## src/rtl/alu_flag_pkg.sv

```systemverilog
package alu_flag_pkg;

  typedef enum logic [1:0] {
    OP_NONE = 2'b00,
    OP_CMP  = 2'b01,
    OP_ADD  = 2'b10,
    OP_SUB  = 2'b11
  } alu_op_e;

  typedef enum logic [1:0] {
    SEL_CARRY = 2'd0,
    SEL_GT    = 2'd1,
    SEL_EQ    = 2'd2,
    SEL_LT    = 2'd3
  } cond_sel_e;

  // bit order: 4 sign, 3 carry, 2 greater, 1 equal, 0 less
  typedef struct packed {
    logic sign;
    logic carry;
    logic gt;
    logic eq;
    logic lt;
  } status_t;

  localparam int unsigned STATUS_BITS = $bits(status_t);

endpackage

```

## src/rtl/alu_arith.sv

```systemverilog
module alu_arith
  import alu_flag_pkg::*;
#(
  parameter int unsigned W = 16
) (
  input  logic [W-1:0] a_i,
  input  logic [W-1:0] b_i,
  input  alu_op_e      op_i,
  output logic [W-1:0] res_o,
  output status_t      stat_o
);

  localparam int unsigned EW = W + 1;

  logic [EW-1:0] sum_ext;
  logic [EW-1:0] dif_ext;
  logic          use_sub;

  assign sum_ext = {1'b0, a_i} + {1'b0, b_i};
  assign dif_ext = {1'b0, a_i} - {1'b0, b_i};
  assign use_sub = op_i[0];

  always_comb begin
    if (op_i == OP_NONE) begin
      res_o = a_i;
    end else if (use_sub) begin
      res_o = dif_ext[W-1:0];
    end else begin
      res_o = sum_ext[W-1:0];
    end
    stat_o.sign  = res_o[W-1];
    stat_o.carry = use_sub ? ~dif_ext[W] : sum_ext[W];
    stat_o.gt    = a_i > b_i;
    stat_o.eq    = a_i == b_i;
    stat_o.lt    = a_i < b_i;
  end

endmodule

```

## src/rtl/alu_status_reg.sv

```systemverilog
module alu_status_reg
  import alu_flag_pkg::*;
(
  input  logic    clk_i,
  input  logic    rst_i,
  input  logic    load_i,
  input  status_t d_i,
  output status_t q_o
);

  always_ff @(posedge clk_i) begin
    if (rst_i) begin
      q_o <= '0;
    end else if (load_i) begin
      q_o <= d_i;
    end
  end

endmodule

```

## src/rtl/alu_cond_mux.sv

```systemverilog
module alu_cond_mux
  import alu_flag_pkg::*;
(
  input  status_t   flags_i,
  input  cond_sel_e sel_i,
  output logic      cond_o
);

  localparam int unsigned NSEL = 4;

  logic [NSEL-1:0] cand;

  assign cand[SEL_CARRY] = flags_i.carry;
  assign cand[SEL_GT]    = flags_i.gt;
  assign cand[SEL_EQ]    = flags_i.eq;
  assign cand[SEL_LT]    = flags_i.lt;

  assign cond_o = cand[sel_i];

endmodule

```

## src/rtl/alu_flag_unit.sv

```systemverilog
module alu_flag_unit
  import alu_flag_pkg::*;
#(
  parameter int unsigned W = 16
) (
  input  logic         clk_i,
  input  logic         rst_i,
  input  logic [W-1:0] x_i,
  input  logic [W-1:0] y_i,
  input  logic [1:0]   op_i,
  input  logic [1:0]   fsel_i,
  output logic [W-1:0] z_o,
  output logic         neg_o,
  output logic         cond_o
);

  alu_op_e      op_e;
  logic [W-1:0] res_d;
  status_t      stat_d;
  status_t      flag_q;
  logic         flag_we;

  assign op_e    = alu_op_e'(op_i);
  assign flag_we = op_e != OP_NONE;

  alu_arith #(.W(W)) u_arith (
    .a_i    (x_i),
    .b_i    (y_i),
    .op_i   (op_e),
    .res_o  (res_d),
    .stat_o (stat_d)
  );

  alu_status_reg u_flags (
    .clk_i  (clk_i),
    .rst_i  (rst_i),
    .load_i (flag_we),
    .d_i    (stat_d),
    .q_o    (flag_q)
  );

  alu_cond_mux u_cond (
    .flags_i (flag_q),
    .sel_i   (cond_sel_e'(fsel_i)),
    .cond_o  (cond_o)
  );

  always_ff @(posedge clk_i) begin
    if (rst_i) begin
      z_o <= '0;
    end else begin
      z_o <= res_d;
    end
  end

  assign neg_o = flag_q.sign;

endmodule

```

## config.mk

```make
export PLATFORM = sky130hd
export DESIGN_NAME = alu_flag_unit
export DESIGN_NICKNAME = d
export VERILOG_FILES = /design/src/rtl/alu_flag_pkg.sv /design/src/rtl/alu_arith.sv /design/src/rtl/alu_status_reg.sv /design/src/rtl/alu_cond_mux.sv /design/src/rtl/alu_flag_unit.sv
export SDC_FILE = /design/constraint.sdc
export NUM_CORES = 1
export LEC_CHECK = 0
export BUFFER_PORTS_ARGS = -buffer_cell sky130_fd_sc_hd__buf_4
export CAP_MARGIN = 10
export CELL_PAD_IN_SITES_DETAIL_PLACEMENT = 0
export CELL_PAD_IN_SITES_GLOBAL_PLACEMENT = 1
export CORE_AREA = 2 2 88 90
export DETAILED_ROUTE_END_ITERATION = 16
export DIE_AREA = 0 0 90 92
export GPL_ROUTABILITY_DRIVEN = 0
export HOLD_SLACK_MARGIN = 0.12
export PLACE_DENSITY_LB_ADDON = 0.08
export SLEW_MARGIN = 20
export SYNTH_ARGS = -nofsm -noshare
export SYNTH_HDL_FRONTEND = slang
export SYNTH_SLANG_ARGS = --single-unit
```

## constraint.sdc

```tcl
create_clock -name clk_i -period 5.28 [get_ports clk_i]
set_input_delay 0.264 -clock clk_i [delete_from_list [all_inputs] [get_ports clk_i]]
set_output_delay 0.264 -clock clk_i [all_outputs]
set_load 0.005 [all_outputs]
```

==> flow_summary.yaml <==
clocking:
  cts_sinks: 21
  h-tree-depth: 1
  cts_made_buffers: 3
  clk-insertion-delay-late_ns: 0.26
  cts_tree: "yes"
  cts_setup_buffers: 0
  cts_hold_buffers: 0
  cts.clk_slew.worst_paths_ns: 0.08
  cts_root_buffer: "clkbuf_8"
  cts_resized: 0
  clock_path_buffers: 2
setup_path:
  cp-start-kind: "primary input"
  r2r_start: "u_flags.q_o[0]"
  critPathTopFamily: "simple AND/OR/NAND/NOR gates"
  r2r_slack_ns: 4.55
  ff2ff_path_depth: 2
  cp.depth: 9
  critPathBufInv: 1
  setup.worst_path.end: "z_o[14]"
  reg2reg_to: "u_flags.q_o[0]"
  worst_path_largest_cell_delay_ns: 0.51
  critPathLaunch: "x_i[2]"
  crit_required_ns: 5.48
  critPathMaxFanout: 8
  arrival_ns: 2.76
  crit_chain: "buf_4, ha_1, nand2b_1, a2111oi_2, nor3_1, a211oi_1, o21ai_1, or4_1, nand3_1"
  end_kind: "register"
  critical_path_class: "primary input to register"
  slowest_stage: "or4_1"
sta:
  fin_worst_skew_ns: 0
  period_needed_ns: 2.552
  grt_setup_unrepaired: "false"
  hold_viol: 0
  period_share_pct: 48.33
  max_clock_freq_ghz: 0.3919
  setup_violations: 0
  slew_headroom_pct: 58.45
  maxSlewViolCount: 0
  worst_slew_pin_slew_ns: 0.6195
  setup_tns_ns: 0
place:
  place_area_sq_um: 2962
  dp.final_hpwl_um: 6371
  portBuffers: 55
finish:
  final_common_cell: "buf_4"
  drive_above_1_share_pct: 17.97
  antenna_cells: 0
  final_nets: 457
  fillCellCount: 855
  design_area_sq_um: 3008
  final_cell_mix: "buf_4 (57), nor2_1 (37), ha_1 (32), inv_1 (30), nand2_1 (28)"
  area_growth_pct: 20.74
drt:
  wirelength_um: 8285
  drcViolationCount: 0
  wire_per_inst_um: 17.05
  ant_nets: 0
  post_drt_via_cell_ratio: 5.595
  drt_first_pass_iters: 4
  drtIter0Drc: 112
  vias: 2719
global_route:
  grt_pass1_wl_um: 13520
  antenna_found_initial: 0
  grt_usage_pct: 20.22
  grt_max_degree: 32
  grt_remaining_overflow: 0
  grt_pass1_vias: 2630
hold_path:
  min_path_type: "primary input to register"
  hold_path_startpoint: "x_i[15]"
floorplan:
  start_util_pct: 33.45
  die_area_sq_um: 8280
  die_w_um: 90
  rows: 32
  core_area_sq_um: 7447
  dieHeight_um: 92
  io_pins: 56
synthesis:
  synth_area_leader_cell: "dfxtp_1"
  synth_nets: 417
  ys_async_sr_fraction_pct: 0
  ys_ff_latch: 21
  syn_inst: 345
  synth_top_cell_area_share_pct: 16.88
  ys_seq_area_share_pct: 16.88
  synthTopCellsByArea: "dfxtp_1 (17%), ha_1 (16%), nor2_1 (5.6%)"
  synth_ff_type: "dfxtp_1"
  syn-cell-area_sq_um: 2491
  yosysWarnings: 0
  synth.distinct_cells: 59
  avgSynthCellArea_sq_um: 7.221
  synth-edff-count: 0
power:
  leakage_uw: 0.001343
  power_density_nw_per_um2: 190.6
  ir_worst_vdd_v: 0.0001025
run_status:
  status: "completed"
job:
  max_cap_viol_count: 0
[state kept, by name, summed over array words and instances (netlist names)]
name	count
z_o	16
u_flags.q_o	5
[kinds of logic (layout without fill, tap and decap cells)]
kind of cell | count (synthesis) | in the layout | share of synthesized area, %
mux | 2 | 2 | 1.306
buf+inv | 52 | 91 | 7.936
flops | 21 | 21 | 16.88
compound gates | 104 | 104 | 29.94
simple gates | 128 | 128 | 24.86
xor+xnor | 4 | 4 | 1.406
fa+ha+maj | 34 | 34 | 17.68
[per-layer routing]
layer	global-route usage, %	vias to the layer above	wire length, um
li1	-	1350	-
met2	33.46	74	3812
met4	7.051	0	246
met1	26.70	1279	3826
met3	3.287	16	399
met5	0	-	0
[worst register-to-register path: cells and delay by family (launching register included)]
kind               cells  cell delay, ns
AOI/OAI and AO/OA      2            0.31
DFF                    1            0.34
[how the worst min path moves through the flow]
stage,endpoint,slack [ns],depth (start not counted)
finish,z_o[15],0.26,3
global route,z_o[15],0.26,3
CTS,z_o[15],0.24,3
detailed placement,u_flags.q_o[4],0.46,2
global placement,u_flags.q_o[4],0.47,2
floorplan,z_o[15],0.39,2
[synth_stat cells, types with 2 or more instances]
| master | count |
|---|---|
| o21ai_0 | 16 |
| nand3_1 | 15 |
| a41oi_1 | 2 |
| nand2_1 | 28 |
| nand4_1 | 4 |
| buf_2 | 2 |
| a2111oi_1 | 2 |
| a2111oi_0 | 2 |
| and2_1 | 3 |
| o211ai_1 | 5 |
| a2111oi_2 | 2 |
| xnor2_1 | 4 |
| buf_1 | 2 |
| inv_1 | 30 |
| ha_1 | 32 |
| or4_1 | 3 |
| clkbuf_1 | 18 |
| nor4_1 | 10 |
| a311o_1 | 2 |
| o41ai_1 | 2 |
| a21oi_1 | 25 |
| fa_1 | 2 |
| o221ai_1 | 2 |
| dfxtp_1 | 21 |
| nor2b_1 | 9 |
| o31ai_1 | 6 |
| nand2b_1 | 4 |
| nor3_1 | 11 |
| a22oi_1 | 2 |
| a21o_1 | 3 |
| a211oi_1 | 9 |
| a31oi_1 | 4 |
| nor2_1 | 37 |
[per-stage QoR]
stage	std cells	hold slack, ns	utilization [%]	worst slack [ns]	power [uW]
after global placement	482	0.4693	39.77	2.474	465.0
after floorplan	345	0.3944	-	2.916	358.7
after global routing	486	0.2565	40.39	2.637	619.2
after CTS	486	0.2379	40.39	2.750	580.1
after detailed placement	482	0.4616	39.77	2.479	464.2
final	486	0.2552	40.39	2.728	573.4
[area by class of cell]
cell class                 count  area [sq um]  share of cell area, %
sequential                    21         420.4                  13.98
clock inverter                 1         5.005                 0.1664
inverter                      30         112.6                  3.744
clock buffer                   3         41.29                  1.373
multi-input combinational    272          1873                  62.27
timing repair buffer          57         427.9                  14.23
tap                          102         127.6                  4.243
[power by group]
part           switching (uW)  internal, uW  leakage [uW]  total (uW)
logic                     158           120       0.00114         278
clock network            59.6          52.7     0.0000255         112
registers                5.86           177      0.000175         183
(Power assumes the default switching activity.)
